[config.mk]
export PLATFORM = sky130hd
export DESIGN_NAME = serial_cfg_loader
export DESIGN_NICKNAME = d
export VERILOG_FILES = /design/src/rtl/scl_pkg.sv /design/src/rtl/scl_timer.sv /design/src/rtl/scl_bit_shifter.sv /design/src/rtl/serial_cfg_loader.sv
export SDC_FILE = /design/constraint.sdc
export NUM_CORES = 1
export LEC_CHECK = 0
export ABC_AREA = 1
export BUFFER_PORTS_ARGS = -buffer_cell sky130_fd_sc_hd__clkbuf_2
export CAP_MARGIN = 20
export CORE_MARGIN = 1.5
export CORE_UTILIZATION = 55
export DETAILED_ROUTE_END_ITERATION = 12
export MAX_ROUTING_LAYER = met4
export PLACE_DENSITY = 0.72
export SLEW_MARGIN = 20
export SYNTH_ARGS = -nofsm -noshare
export SYNTH_HDL_FRONTEND = slang
export SYNTH_SLANG_ARGS = --single-unit
[constraint.sdc]
create_clock -name clk -period 2.4 [get_ports clk]
set_clock_uncertainty 0.2 [all_clocks]
set_input_delay 0.24 -clock clk [delete_from_list [all_inputs] [get_ports clk]]
set_output_delay 0.24 -clock clk [all_outputs]
set_load 0.01 [all_outputs]
[src/rtl/scl_pkg.sv]
package scl_pkg;

  typedef enum logic [2:0] {
    ERR_NONE    = 3'd0,
    ERR_MAGIC   = 3'd1,
    ERR_LENGTH  = 3'd2,
    ERR_INIT    = 3'd3,
    ERR_STREAM  = 3'd4,
    ERR_TIMEOUT = 3'd5
  } scl_err_e;

  typedef enum logic [3:0] {
    ST_IDLE,
    ST_HDR_ADDR,
    ST_HDR_DATA,
    ST_CHECK,
    ST_PROG_LOW,
    ST_INIT_WAIT,
    ST_FETCH,
    ST_LOAD,
    ST_SHIFT,
    ST_DONE_CHK,
    ST_FILL,
    ST_TAIL
  } scl_state_e;

  localparam int          HDR_BYTES = 8;
  localparam logic [7:0]  FILL_BYTE = 8'hFF;

endpackage

[src/rtl/scl_timer.sv]
module scl_timer #(
  parameter int TMR_W = 32
) (
  input  logic             clk,
  input  logic             rst,
  input  logic             load_i,
  input  logic [TMR_W-1:0] value_i,
  output logic             expired_o
);

  logic [TMR_W-1:0] cnt_q;

  always_ff @(posedge clk) begin
    if (rst) begin
      cnt_q <= '0;
    end else if (load_i) begin
      cnt_q <= value_i;
    end else if (cnt_q != '0) begin
      cnt_q <= cnt_q - 1'b1;
    end
  end

  // the load cycle never reports expiry, so a stale zero cannot leak through
  assign expired_o = !load_i && (cnt_q == '0);

endmodule

[src/rtl/scl_bit_shifter.sv]
module scl_bit_shifter #(
  parameter int HALF_CYC = 11,
  parameter int DATA_W   = 8
) (
  input  logic              clk,
  input  logic              rst,
  input  logic              start_i,
  input  logic [DATA_W-1:0] byte_i,
  output logic              ser_clk_o,
  output logic              ser_data_o,
  output logic              done_o
);

  localparam int CNT_W = $clog2(HALF_CYC + 1);
  localparam int BIT_W = $clog2(DATA_W);
  localparam logic [CNT_W-1:0] RELOAD   = CNT_W'(HALF_CYC - 1);
  localparam logic [BIT_W-1:0] LAST_BIT = BIT_W'(DATA_W - 1);

  logic [DATA_W-1:0] sh_q;
  logic [BIT_W-1:0]  bit_q;
  logic [CNT_W-1:0]  cnt_q;
  logic              phase_q;
  logic              active_q;
  logic              done_q;

  always_ff @(posedge clk) begin
    if (rst) begin
      sh_q     <= '0;
      bit_q    <= '0;
      cnt_q    <= '0;
      phase_q  <= 1'b0;
      active_q <= 1'b0;
      done_q   <= 1'b0;
    end else begin
      done_q <= 1'b0;
      if (start_i) begin
        active_q <= 1'b1;
        sh_q     <= byte_i;
        bit_q    <= '0;
        phase_q  <= 1'b0;
        cnt_q    <= RELOAD;
      end else if (active_q) begin
        if (cnt_q != '0) begin
          cnt_q <= cnt_q - 1'b1;
        end else if (!phase_q) begin
          phase_q <= 1'b1;
          cnt_q   <= RELOAD;
        end else if (bit_q == LAST_BIT) begin
          phase_q  <= 1'b0;
          active_q <= 1'b0;
          done_q   <= 1'b1;
        end else begin
          bit_q   <= bit_q + 1'b1;
          sh_q    <= {sh_q[DATA_W-2:0], 1'b0};
          phase_q <= 1'b0;
          cnt_q   <= RELOAD;
        end
      end
    end
  end

  assign ser_clk_o  = active_q && phase_q;
  assign ser_data_o = active_q && sh_q[DATA_W-1];
  assign done_o     = done_q;

  assert_data_steady_R5 : assert property (@(posedge clk) disable iff (rst)
    (ser_clk_o && $past(ser_clk_o)) |-> $stable(ser_data_o));

  assert_byte_end_low_R5 : assert property (@(posedge clk) disable iff (rst)
    done_o |-> (!ser_clk_o && !ser_data_o));

endmodule

[src/rtl/serial_cfg_loader.sv]
module serial_cfg_loader
  import scl_pkg::*;
#(
  parameter int          CLK_HZ      = 125_000_000,
  parameter int          CFG_CLK_HZ  = 6_000_000,
  parameter int          PROG_NS     = 250,
  parameter int          INIT_US     = 5_000,
  parameter int          DONE_US     = 100_000,
  parameter int          ADDR_W      = 24,
  parameter int          TMR_W       = 32,
  parameter int          SYNC_STAGES = 2,
  parameter logic [31:0] MAGIC_WORD  = 32'h5341_5231,
  parameter logic [31:0] MAX_LEN     = 32'h0022_0000
) (
  input  logic              clk,
  input  logic              rst,
  input  logic              start,
  output logic              busy,
  output logic              ok,
  output logic [2:0]        err_code,
  output logic              mem_rd,
  output logic [ADDR_W-1:0] mem_addr,
  input  logic [7:0]        mem_rdata,
  output logic              cfg_clk,
  output logic              cfg_data,
  output logic              cfg_prog_n,
  input  logic              cfg_init_n,
  input  logic              cfg_done
);

  localparam int     HALF_RAW = (CLK_HZ + 2 * CFG_CLK_HZ - 1) / (2 * CFG_CLK_HZ);
  localparam int     HALF_CYC = (HALF_RAW < 1) ? 1 : HALF_RAW;
  localparam longint CLK_L    = longint'(CLK_HZ);
  localparam longint PROG_L   = (CLK_L * PROG_NS + 64'sd999_999_999) / 64'sd1_000_000_000;
  localparam longint INIT_L   = CLK_L * INIT_US / 64'sd1_000_000;
  localparam longint DONE_L   = CLK_L * DONE_US / 64'sd1_000_000;
  localparam logic [TMR_W-1:0] PROG_CYC = TMR_W'(PROG_L);
  localparam logic [TMR_W-1:0] INIT_CYC = TMR_W'(INIT_L);
  localparam logic [TMR_W-1:0] DONE_CYC = TMR_W'(DONE_L);
  localparam logic [2:0]       HDR_LAST = 3'(HDR_BYTES - 1);

  scl_state_e        state_q;
  scl_err_e          err_q;
  logic              busy_q, ok_q, prog_n_q;
  logic [2:0]        hdr_idx_q;
  logic [63:0]       hdr_q;
  logic [ADDR_W-1:0] ptr_q;
  logic [31:0]       remain_q;
  logic              tmr_load_q, tmr_exp;
  logic [TMR_W-1:0]  tmr_val_q;
  logic              sh_start_q, sh_done;
  logic [7:0]        sh_byte_q;
  logic [SYNC_STAGES-1:0] init_sync_q, done_sync_q;
  logic              init_ok_s, done_s;

  always_ff @(posedge clk) begin
    if (rst) begin
      init_sync_q <= '0;
      done_sync_q <= '0;
    end else begin
      init_sync_q <= {init_sync_q[SYNC_STAGES-2:0], cfg_init_n};
      done_sync_q <= {done_sync_q[SYNC_STAGES-2:0], cfg_done};
    end
  end
  assign init_ok_s = init_sync_q[SYNC_STAGES-1];
  assign done_s    = done_sync_q[SYNC_STAGES-1];

  scl_timer #(.TMR_W(TMR_W)) u_timer (
    .clk       (clk),
    .rst       (rst),
    .load_i    (tmr_load_q),
    .value_i   (tmr_val_q),
    .expired_o (tmr_exp)
  );

  scl_bit_shifter #(.HALF_CYC(HALF_CYC), .DATA_W(8)) u_shifter (
    .clk        (clk),
    .rst        (rst),
    .start_i    (sh_start_q),
    .byte_i     (sh_byte_q),
    .ser_clk_o  (cfg_clk),
    .ser_data_o (cfg_data),
    .done_o     (sh_done)
  );

  // the read is combinational from state; data is consumed one state later
  assign mem_rd   = (state_q == ST_HDR_ADDR) || (state_q == ST_FETCH);
  assign mem_addr = (state_q == ST_HDR_ADDR) ? ADDR_W'(hdr_idx_q) : ptr_q;

  always_ff @(posedge clk) begin
    if (rst) begin
      state_q    <= ST_IDLE;
      err_q      <= ERR_NONE;
      busy_q     <= 1'b0;
      ok_q       <= 1'b0;
      prog_n_q   <= 1'b1;
      hdr_idx_q  <= '0;
      hdr_q      <= '0;
      ptr_q      <= '0;
      remain_q   <= '0;
      tmr_load_q <= 1'b0;
      tmr_val_q  <= '0;
      sh_start_q <= 1'b0;
      sh_byte_q  <= '0;
    end else begin
      tmr_load_q <= 1'b0;
      sh_start_q <= 1'b0;
      unique case (state_q)
        ST_IDLE: if (start) begin
          busy_q    <= 1'b1;
          ok_q      <= 1'b0;
          err_q     <= ERR_NONE;
          hdr_idx_q <= '0;
          state_q   <= ST_HDR_ADDR;
        end
        ST_HDR_ADDR: state_q <= ST_HDR_DATA;
        ST_HDR_DATA: begin
          hdr_q <= {hdr_q[55:0], mem_rdata};
          if (hdr_idx_q == HDR_LAST) begin
            state_q <= ST_CHECK;
          end else begin
            hdr_idx_q <= hdr_idx_q + 1'b1;
            state_q   <= ST_HDR_ADDR;
          end
        end
        ST_CHECK: begin
          ptr_q    <= ADDR_W'(HDR_BYTES);
          remain_q <= hdr_q[31:0];
          if (hdr_q[63:32] != MAGIC_WORD) begin
            err_q   <= ERR_MAGIC;
            busy_q  <= 1'b0;
            state_q <= ST_IDLE;
          end else if (hdr_q[31:0] > MAX_LEN) begin
            err_q   <= ERR_LENGTH;
            busy_q  <= 1'b0;
            state_q <= ST_IDLE;
          end else begin
            prog_n_q   <= 1'b0;
            tmr_load_q <= 1'b1;
            tmr_val_q  <= PROG_CYC;
            state_q    <= ST_PROG_LOW;
          end
        end
        ST_PROG_LOW: if (tmr_exp) begin
          prog_n_q   <= 1'b1;
          tmr_load_q <= 1'b1;
          tmr_val_q  <= INIT_CYC;
          state_q    <= ST_INIT_WAIT;
        end
        ST_INIT_WAIT: if (tmr_exp) begin
          if (!init_ok_s) begin
            err_q   <= ERR_INIT;
            busy_q  <= 1'b0;
            state_q <= ST_IDLE;
          end else if (remain_q == '0) begin
            tmr_load_q <= 1'b1;
            tmr_val_q  <= DONE_CYC;
            state_q    <= ST_DONE_CHK;
          end else begin
            state_q <= ST_FETCH;
          end
        end
        ST_FETCH: state_q <= ST_LOAD;
        ST_LOAD: begin
          sh_start_q <= 1'b1;
          sh_byte_q  <= mem_rdata;
          ptr_q      <= ptr_q + 1'b1;
          remain_q   <= remain_q - 1'b1;
          state_q    <= ST_SHIFT;
        end
        ST_SHIFT: if (sh_done) begin
          if (!init_ok_s) begin
            err_q   <= ERR_STREAM;
            busy_q  <= 1'b0;
            state_q <= ST_IDLE;
          end else if (remain_q != '0) begin
            state_q <= ST_FETCH;
          end else begin
            tmr_load_q <= 1'b1;
            tmr_val_q  <= DONE_CYC;
            state_q    <= ST_DONE_CHK;
          end
        end
        ST_DONE_CHK: begin
          if (done_s) begin
            sh_start_q <= 1'b1;
            sh_byte_q  <= FILL_BYTE;
            state_q    <= ST_TAIL;
          end else if (tmr_exp) begin
            err_q   <= ERR_TIMEOUT;
            busy_q  <= 1'b0;
            state_q <= ST_IDLE;
          end else begin
            sh_start_q <= 1'b1;
            sh_byte_q  <= FILL_BYTE;
            state_q    <= ST_FILL;
          end
        end
        ST_FILL: if (sh_done) state_q <= ST_DONE_CHK;
        ST_TAIL: if (sh_done) begin
          ok_q    <= 1'b1;
          busy_q  <= 1'b0;
          state_q <= ST_IDLE;
        end
        default: state_q <= ST_IDLE;
      endcase
    end
  end

  assign busy       = busy_q;
  assign ok         = ok_q;
  assign err_code   = err_q;
  assign cfg_prog_n = prog_n_q;

  assert_pins_parked_R6 : assert property (@(posedge clk) disable iff (rst)
    !busy |-> (!cfg_clk && !cfg_data && cfg_prog_n));

  assert_prog_high_on_edge_R6 : assert property (@(posedge clk) disable iff (rst)
    $rose(cfg_clk) |-> cfg_prog_n);

  assert_result_held_R10 : assert property (@(posedge clk) disable iff (rst)
    (!busy && !start) |=> ($stable(err_code) && $stable(ok)));

  assert_read_in_run_R1 : assert property (@(posedge clk) disable iff (rst)
    mem_rd |-> busy);

  assert_ok_clean_R8 : assert property (@(posedge clk) disable iff (rst)
    ok |-> (err_code == 3'd0));

  assert_header_quiet_R2 : assert property (@(posedge clk) disable iff (rst)
    (state_q == ST_HDR_DATA) |-> (cfg_prog_n && !cfg_clk));

endmodule

==> results of run 1 <==
==> synth_stat cells (all sizes together) (2+ instances only) <==
cell type	number	share of area, %
a32o	2	0.20
xnor2	6	0.51
a221oi	3	0.26
nand3	86	4.5
nor3	34	2.1
buf	20	0.98
o22ai	9	0.55
a21oi	162	8.1
nand3b	2	0.15
dfxtp	201	39
and2	3	0.18
a311oi	5	0.43
nor4	6	0.37
nor3b	2	0.15
inv	184	6.8
nor2	246	11
nand4	24	1.5
o21bai	9	0.66
o21ai	140	6.9
a31oi	10	0.61
or2	4	0.25
a22oi	5	0.37
o221ai	4	0.34
clkbuf	35	1.3
ha	8	0.98
xor2	7	0.60
o311ai	2	0.17
nand2	253	9.9
o21a	3	0.22
a211oi	5	0.37
==> sequential cells by signal (all words and copies together) (netlist names), 2 cells and up <==
signal           count
done_sync_q          2
err_code             3
hdr_idx_q            3
hdr_q               64
init_sync_q          2
ptr_q               24
remain_q            32
sh_byte_q            8
state_q              4
tmr_val_q            4
u_shifter.bit_q      3
u_shifter.cnt_q      4
u_shifter.sh_q       8
u_timer.cnt_q       32
==> cells in the final DEF (no fill, tap or decap), types with 18 or more instances in the layout <==
master     synthesis  final
clkbuf_2           0     45
nand3_1           80     80
o21ai_0          120    119
nor2_2            20     18
buf_4              2     22
dfxtp_1          201    201
o21ai_1           20     21
inv_1            162    161
a21oi_1          161    161
nor2_1           214    213
clkbuf_16          0     22
inv_2             22     23
nand4_1           24     24
nor3_1            26     26
nand2_1          239    239
==> power breakdown <==
part	total, mW	leakage, nW	switching, mW	internal [mW]
Combinational	2.98	3.16	1.96	1.02
Clock	3.34	0.353	1.33	2.01
Sequential	3.95	1.63	0.295	3.65
Total	10.3	5.14	3.58	6.68
==> layer usage <==
layer	up-vias	GRT usage (%)	wire length, um
met4	0	9.74	632
met1	4589	37.1	12100
li1	5036	-	-
met3	49	3.06	1280
met2	271	47.8	12800
met5	-	-	0
==> logic make-up after synthesis <==
kind of cell / after synthesis
simple gates: 661
compound gates: 364
buf+inv: 240
flops: 201
xor+xnor: 13
fa+ha+maj: 8
==> how the worst max path moves through the flow <==
stage                                   from                 endpoint  slack (ns)  cells after the start
6_report             state_q[0]$_SDFFE_PP0P_                   mem_rd        0.09                      5
5_1_grt        u_timer.cnt_q[0]$_SDFFE_PP0P_  state_q[3]$_SDFFE_PP0P_      0.0004                     13
4_1_cts              state_q[2]$_SDFFE_PP0P_                   mem_rd        0.06                      6
3_5_place_dp   u_timer.cnt_q[0]$_SDFFE_PP0P_  state_q[3]$_SDFFE_PP0P_        0.20                     13
3_3_place_gp   u_timer.cnt_q[0]$_SDFFE_PP0P_  state_q[3]$_SDFFE_PP0P_        0.25                     13
2_1_floorplan  u_timer.cnt_q[0]$_SDFFE_PP0P_  cfg_prog_n$_SDFFE_PP1P_        0.47                     12
==> tightest hold or removal path, delay by kind of cell, from the launching register on <==
| kind | cells | cell delay, ns |
|---|---|---|
| AND/OR/NAND/NOR | 1 | 0.03 |
| flip-flops | 1 | 0.30 |
| buffers and inverters | 1 | 0.04 |
==> layout make-up <==
cell class,count,area (um2),share of cell area [%]
sequential,201,4020,34.8
clock buffer,35,669,5.79
tap,229,287,2.48
inverter,185,694,6.01
clock inverter,3,51.3,0.444
timing repair buffer,82,552,4.78
multi-input combinational,1046,5280,45.7
==> repair_timing <==
action / CTS / global route
setup endpoints to repair: 25 / 3
hold buffers: 13 / 0
gates resized for setup: 3 / 2
endpoints found under the hold margin: 26 / 0
==> through the flow <==
stage / power (mW) / instance area, um2 / hold slack (ns) / utilization, % / instances
5_1_grt: 10.9 / 11600 / 0.232 / 63.9 / 1781
2_1_floorplan: 6.29 / 10200 / 0.147 / - / 1487
3_5_place_dp: 6.93 / 10700 / 0.198 / 59.1 / 1730
4_1_cts: 10.3 / 11500 / 0.205 / 63.8 / 1781
6_report: 10.3 / 11600 / 0.205 / 63.9 / 1781
3_3_place_gp: 6.91 / 10700 / 0.194 / 59.1 / 1730
==> reports/results.ini, run 1 <==
[synth]
synth_fa_ha_area_share_pct = 0.981
synthArstFlopShare_pct = 0
synth_ff_type = dfxtp_1
mappedNetlistArea_um2 = 10200
synth_edf_count = 0
synth_cells = 1487
yosys.area_share.simple_pct = 29.9
yosysWarnings = 0
synth_top_family_by_area = simple AND/OR/NAND/NOR gates
ys_types = 52
ys_seq_elements = 201
synth.net_count = 1508
synth.area.mux_share_pct = 0
synth_compound_area_share_pct = 19.5
ys_seq_area_share_pct = 39.4
avgSynthCellArea_um2 = 6.86
synth-xor-area-share_pct = 1.12

[timing]
tns_ns = 0
hold_viol = 0
setup_viol_count_final = 0
tightest_slew_ns = 0.672
max_freq_ghz = 0.433
fin_crit_sh_pct = 96.2
rsz0062_at_grt = no
fin_ws_ns = 0.0922
fin_crit_ns = 2.31
max_slew_margin_pct = 55.1
slew_viol_final = 0

[routing]
drc_errors = 5
first_iter_violations = 792
antenna_left = 0
dr.pass1.iters = 10
vias_per_cell = 5.58
drt_wl_total_mm = 26.8
wl_per_cell_um = 15.1
num_vias = 9945

[worst_setup_path]
path_max_fanout = 7
cp.required_ns = 1.96
reg2reg_slack_ns = 0.20
r2r_cells = 13
r2r-start = u_timer.cnt_q[0]$_SDFFE_PP0P_
slowest_delay_ns = 0.55
critPathKind = reg2out
endpoint_kind = output pin
path_cells = nand2_4, nor2_4, inv_2, o21ai_1, clkbuf_2
critPathLaunchType = flip-flop
critPathBufInv = 2
critPathTopFamily = flip-flops
r2r_end = state_q[3]$_SDFFE_PP0P_
cp.arrival_ns = 1.87
slowest_stage = dfxtp_1

[grt]
grt_pass1_vias = 9321
grt_use_total_pct = 28.9
grt_antenna_before_repair = 0
grt_pass1_wl_mm = 45.5
grt_max_degree = 85
gr-total-overflow = 0

[clock_tree]
clock_path_buffers = 3
cts_root_buf = clkbuf_16
cts_tree = built
cts_inserted_buffers = 22
path_clk_slew_ns = 0.05
clkLatencyLatePin_ns = 0.51
h-tree-depth = 1
post_cts_buffers = 0
numClockSinks = 201

[hold_path]
hold_path_end = init_sync_q[1]$_SDFF_PP0_
min_path_type = reg2reg
hp-start = init_sync_q[0]$_SDFF_PP0_
holdPathStages = 2

[flow_run]
cap_violations = 0

[floorplanning]
dieArea_um2 = 19400
die_h_um = 139
die_w_um = 139
io_pins = 46
core_area_um2 = 18100
fp-row-count = 49
start_util_pct = 56.4

[layout]
area_growth_pct = 13.2
num_antenna_cells = 0
drive_above_1_share_pct = 12.2
nets = 1559
n_fill_cell = 1683

[placement]
preCtsSetupSlack_ns = 0.204
numPortBuffers = 45
dp_hpwl_mm = 19.3
place_congestion = 0.922

[status]
status = finished, violations left
violations = design-rule violations

[pwr]
power_density_nw_per_um2 = 888
p_leak_nw = 5.14
ir_drop_mv = 0.550

Power figures use the tool's default switching activity.
==> inputs of run 2 (changes only) <==
CORE_ASPECT_RATIO = 0.8   (was not set)
==> run 2 against run 1 <==
  * The flow now finishes without violations
  * Final cell count increased by 0.56%
  * Cell area increased by 1.2%
  * Critical path depth grew 1
  * Routed wire length up 1.8%
  * Highest routed layer unchanged
  * Global-route usage rose by 0.15 points
  * Power grew 2.5%
==> reports/results.ini, run 2 (synthesized netlist as in run 1, its figures left out) <==
[status]
status = finished, final reports clean

[layout]
final_common_cell = nand2_1
num_antenna_cells = 0
largest_register = hdr_q
nets = 1566
final_cells = 1791
largest_register_ffs = 64
fin_area_um2 = 11700
reg_top3 = hdr_q: 64 flops, remain_q: 32 flops, u_timer.cnt_q: 32 flops
area_growth_pct = 14.5
drive_above_1_share_pct = 13.3
mostFrequentLayoutCells = nand2_1, nor2_1, dfxtp_1, inv_1, a21oi_1

[worst_setup_path]
crit_end = mem_rd
critPathKind = reg2out
slowest_stage = dfxtp_1
setup.worst_path.start = state_q[0]$_SDFFE_PP0P_
cp.arrival_ns = 1.89
path_cells = buf_4, nand2_4, nor2_4, inv_2, o21ai_0, clkbuf_2
cp.required_ns = 1.96
endpoint_kind = output pin
reg2reg_slack_ns = 0.20
path_max_fanout = 6
critPathLaunchType = flip-flop
r2r-start = u_timer.cnt_q[0]$_SDFFE_PP0P_
r2r_end = state_q[3]$_SDFFE_PP0P_
r2r_cells = 13
slowest_delay_ns = 0.43

[timing]
tightest_slew_ns = 0.476
holdWs_ns = 0.209
max_freq_ghz = 0.430
fin_crit_ns = 2.33
max_slew_margin_pct = 68.0
tns_ns = 0
setup_viol_count_final = 0
slew_viol_final = 0
fin_crit_sh_pct = 96.9
rsz0062_at_grt = yes
hold_viol = 0

[floorplanning]
die_w_um = 155
fp-row-count = 44
dieArea_um2 = 19400
core_area_um2 = 18200
io_pins = 46
die_h_um = 125
start_util_pct = 56.2

[routing]
num_vias = 9990
dr.pass1.iters = 5
drt_wl_total_mm = 27.3
first_iter_violations = 824
wl_per_cell_um = 15.2
drc_errors = 0
vias_per_cell = 5.58
antenna_left = 0

[pwr]
ir_drop_mv = 0.562
p_leak_nw = 5.21
total_power_mw = 10.5
power_density_nw_per_um2 = 900

[clock_tree]
numClockSinks = 201
clkLatencyLatePin_ns = 0.51
clock_path_buffers = 3
path_clk_slew_ns = 0.06
cts_tree = built
h-tree-depth = 1
cts_inserted_buffers = 22
cts_root_buf = clkbuf_16

[grt]
grt_max_degree = 85
grt_use_total_pct = 29.1
grt_pass1_vias = 8875
grt_antenna_before_repair = 0
grt_pass1_wl_mm = 45.0
gr-total-overflow = 0

[flow_run]
cap_violations = 0

[placement]
dp_hpwl_mm = 19.4
post_dp_cell_area_um2 = 10800
numPortBuffers = 45
dp.cells = 1739
place_congestion = 0.989

[hold_path]
min_path_type = reg2reg

## run 2: cell types whose count changed in the layout (fill, tap and decap cells not counted), moves of 2 or more
cell	change
buf_12	+3
buf_4	+5
clkbuf_1	-6
clkbuf_8	-2
clkinv_2	+5
clkinvlp_4	+4
## run 2: area by class of cell
cell class | instances | area (um2)
Fill cell | 1649 | 6480
Multi-Input combinational cell | 1046 | 5280
Sequential cell | 201 | 4030
Inverter | 185 | 694
Clock buffer | 28 | 644
Timing Repair Buffer | 89 | 639
Tap cell | 230 | 288
Clock inverter | 12 | 120
## run 2: how the worst min path moves through the flow
stage | slack (ns) | cells past startpoint | startpoint | to
after floorplan | 0.15 | 2 | cfg_done | done_sync_q[0]$_SDFF_PP0_
after global placement | 0.20 | 2 | init_sync_q[0]$_SDFF_PP0_ | init_sync_q[1]$_SDFF_PP0_
after detailed placement | 0.20 | 2 | done_sync_q[0]$_SDFF_PP0_ | done_sync_q[1]$_SDFF_PP0_
after CTS | 0.22 | 2 | done_sync_q[0]$_SDFF_PP0_ | done_sync_q[1]$_SDFF_PP0_
after global routing | 0.23 | 2 | done_sync_q[0]$_SDFF_PP0_ | done_sync_q[1]$_SDFF_PP0_
final | 0.21 | 2 | done_sync_q[0]$_SDFF_PP0_ | done_sync_q[1]$_SDFF_PP0_
## run 2: stage by stage
| step | utilization (%) | setup WS [ns] |
|---|---|---|
| after global placement | 59.4 | 0.285 |
| after detailed placement | 59.4 | 0.225 |
| after floorplan | - | 0.470 |
| after CTS | 64.3 | 0.0322 |
| final | 64.3 | 0.0739 |
| after global routing | 64.3 | -0.00422 |
## run 2: what timing repair did
item                                    4_1_cts  5_1_grt
setup buffers                                 0        0
hold endpoints to repair                     22        0
endpoints found under the setup margin       22       25
gates resized for setup                       2        3
hold buffers                                 12        0
## run 2: routing by layer
layer  vias to the layer above  share of wire (%)  wire length, um  global-route usage [%]
met2                       354                 42            11500                    42.5
met1                      4547                 48            13200                    42.4
met5                         -                  0                0                       -
met4                         0                1.8              497                    6.27
li1                       5046                  -                -                       -
met3                        43                7.5             2060                    4.38
## run 2: where the power goes
group	total (mW)	switching (mW)	internal (mW)
clock network	3.53	1.42	2.12
registers	3.95	0.302	3.65
logic	3.03	1.97	1.06
total	10.5	3.70	6.82
## run 2: worst max-delay path, delay by kind of cell (launching register included)
kind | cells | cell delay (ns)
flip-flops | 1 | 0.43
AND/OR/NAND/NOR | 2 | 0.30
AO/OA/AOI/OAI | 1 | 0.18
buffers and inverters | 3 | 0.47
==> inputs of run 3 (changes only) <==
==> constraint.sdc (replaced) <==
create_clock -name clk -period 3 [get_ports clk]
set_clock_uncertainty 0.2 [all_clocks]
set_input_delay 0.3 -clock clk [delete_from_list [all_inputs] [get_ports clk]]
set_output_delay 0.3 -clock clk [all_outputs]
set_load 0.02 [all_outputs]
==> run 3 against run 2 <==
  * Register-to-register slack improved by 0.43 ns
  * Cell area down 2.3%
  * Routed wire length is 0.55% lower
  * Critical path depth is 1 higher
  * Clock power down 25%
  * Sequential power down 20%
  * Die area did not move
  * Global-route usage down 0.16 points
  * Via count shrank 1.1%
  * Clock-buffer cell count is 1 lower
  * Combinational power fell by 22%
  * Sequential cell count stayed put
==> reports/results.ini, run 3 (synthesized netlist as in run 1, its figures left out) <==
[status]
status = finished, final reports clean

[clock_tree]
cts_root_buf = clkbuf_16
post_cts_buffers = 0
cts_resized = 0
cts_inserted_buffers = 21
h-tree-depth = 1
clkLatencyLatePin_ns = 0.51
path_clk_slew_ns = 0.06
cts_tree = built
clock_path_buffers = 3
numClockSinks = 201

[worst_setup_path]
critPathKind = reg2out
critPathLaunchType = flip-flop
endpoint_kind = output pin
path_max_fanout = 26
cp.arrival_ns = 2.08
cp.required_ns = 2.50

[layout]
num_antenna_cells = 0
reg_top3 = hdr_q: 64 flops, remain_q: 32 flops, u_timer.cnt_q: 32 flops
drive_above_1_share_pct = 11.9
fin_area_um2 = 11400
mostFrequentLayoutCells = nand2_1, nor2_1, dfxtp_1, inv_1, a21oi_1
largest_register_ffs = 64
area_growth_pct = 11.9
nets = 1550
largest_register = hdr_q
final_cells = 1771
final_common_cell = nand2_1

[routing]
wl_per_cell_um = 15.3
dr.pass1.iters = 5
antenna_left = 0
vias_per_cell = 5.58
drc_errors = 0
num_vias = 9885
first_iter_violations = 940
drt_wl_total_mm = 27.1

[pwr]
ir_drop_mv = 0.429
power_density_nw_per_um2 = 716
p_leak_nw = 5.08

[timing]
hold_viol = 0
setup_viol_count_final = 0
fin_crit_sh_pct = 86.1
max_freq_ghz = 0.387
tns_ns = 0
tightest_slew_ns = 0.765
fin_crit_ns = 2.58
slew_viol_final = 0
rsz0062_at_grt = no
max_slew_margin_pct = 49.0

[floorplanning]
die_h_um = 125
start_util_pct = 56.2
dieArea_um2 = 19400
core_area_um2 = 18200
fp-row-count = 44
die_w_um = 155
io_pins = 46

[placement]
dp.cells = 1726
place_congestion = 0.974
numPortBuffers = 45
dp_hpwl_mm = 19.3
post_dp_cell_area_um2 = 10600

[flow_run]
cap_violations = 0

[grt]
grt_antenna_before_repair = 0
grt_use_total_pct = 28.9
gr-total-overflow = 0
grt_pass1_vias = 8827
grt_max_degree = 85
grt_pass1_wl_mm = 44.5

[hold_path]
min_path_type = in2reg

==> run 3: cell type report <==
class	count	area [um2]
Clock buffer	27	558
Clock inverter	8	121
Fill cell	1703	6750
Inverter	185	694
Multi-Input combinational cell	1046	5270
Sequential cell	201	4020
Tap cell	230	288
Timing Repair Buffer	74	468
==> run 3: stage by stage <==
step                power (mW)  setup WS (ns)  hold WS, ns  utilization, %
finish                    8.18          0.418       0.0299            62.9
global route              8.67          0.214       0.0405            62.9
CTS                       8.19          0.394       0.0112            62.9
detailed placement        5.54          0.550        0.202            58.6
global placement          5.50          0.663        0.195            58.6
floorplan                 5.03           1.07        0.188               -
==> run 3: metal layers <==
layer | routed length, um | vias up | track usage [%]
met3 | 1720 | 43 | 3.65
met4 | 545 | 0 | 6.27
met1 | 13400 | 4526 | 42.2
met2 | 11500 | 321 | 42.7
li1 | - | 4995 | -
met5 | 0 | - | -
==> run 3: worst max-delay path, stage by stage (launching register included) <==
cell      delay, ns
dfxtp_1        0.44
nor2_2         0.25
inv_2          0.09
nor2_2         0.08
buf_4          0.28
inv_2          0.10
o21ai_0        0.13
clkbuf_2       0.23
==> run 3: worst paths after layout <==
path | from | to | slack, ns | depth (start not counted)
worst min-delay path | mem_rdata[5] | hdr_q[5]$_SDFFE_PP0P_ | 0.03 | 3
worst max register to register | state_q[0]$_SDFFE_PP0P_ | remain_q[14]$_SDFFE_PP0P_ | 0.63 | 8
worst max-delay path | state_q[2]$_SDFFE_PP0P_ | mem_rd | 0.42 | 7
worst min register to register | done_sync_q[0]$_SDFF_PP0_ | done_sync_q[1]$_SDFF_PP0_ | 0.21 | 2
==> run 3: timing repair <==
action | in CTS | in global routing
hold endpoints to repair | 10 | 0
setup endpoints to repair | 0 | 0
hold buffers | 10 | 0
==> run 3: report_power, final <==
group | internal (mW) | switching (mW)
clock network | 1.57 | 1.07
logic | 0.805 | 1.57
registers | 2.92 | 0.249
total | 5.29 | 2.89
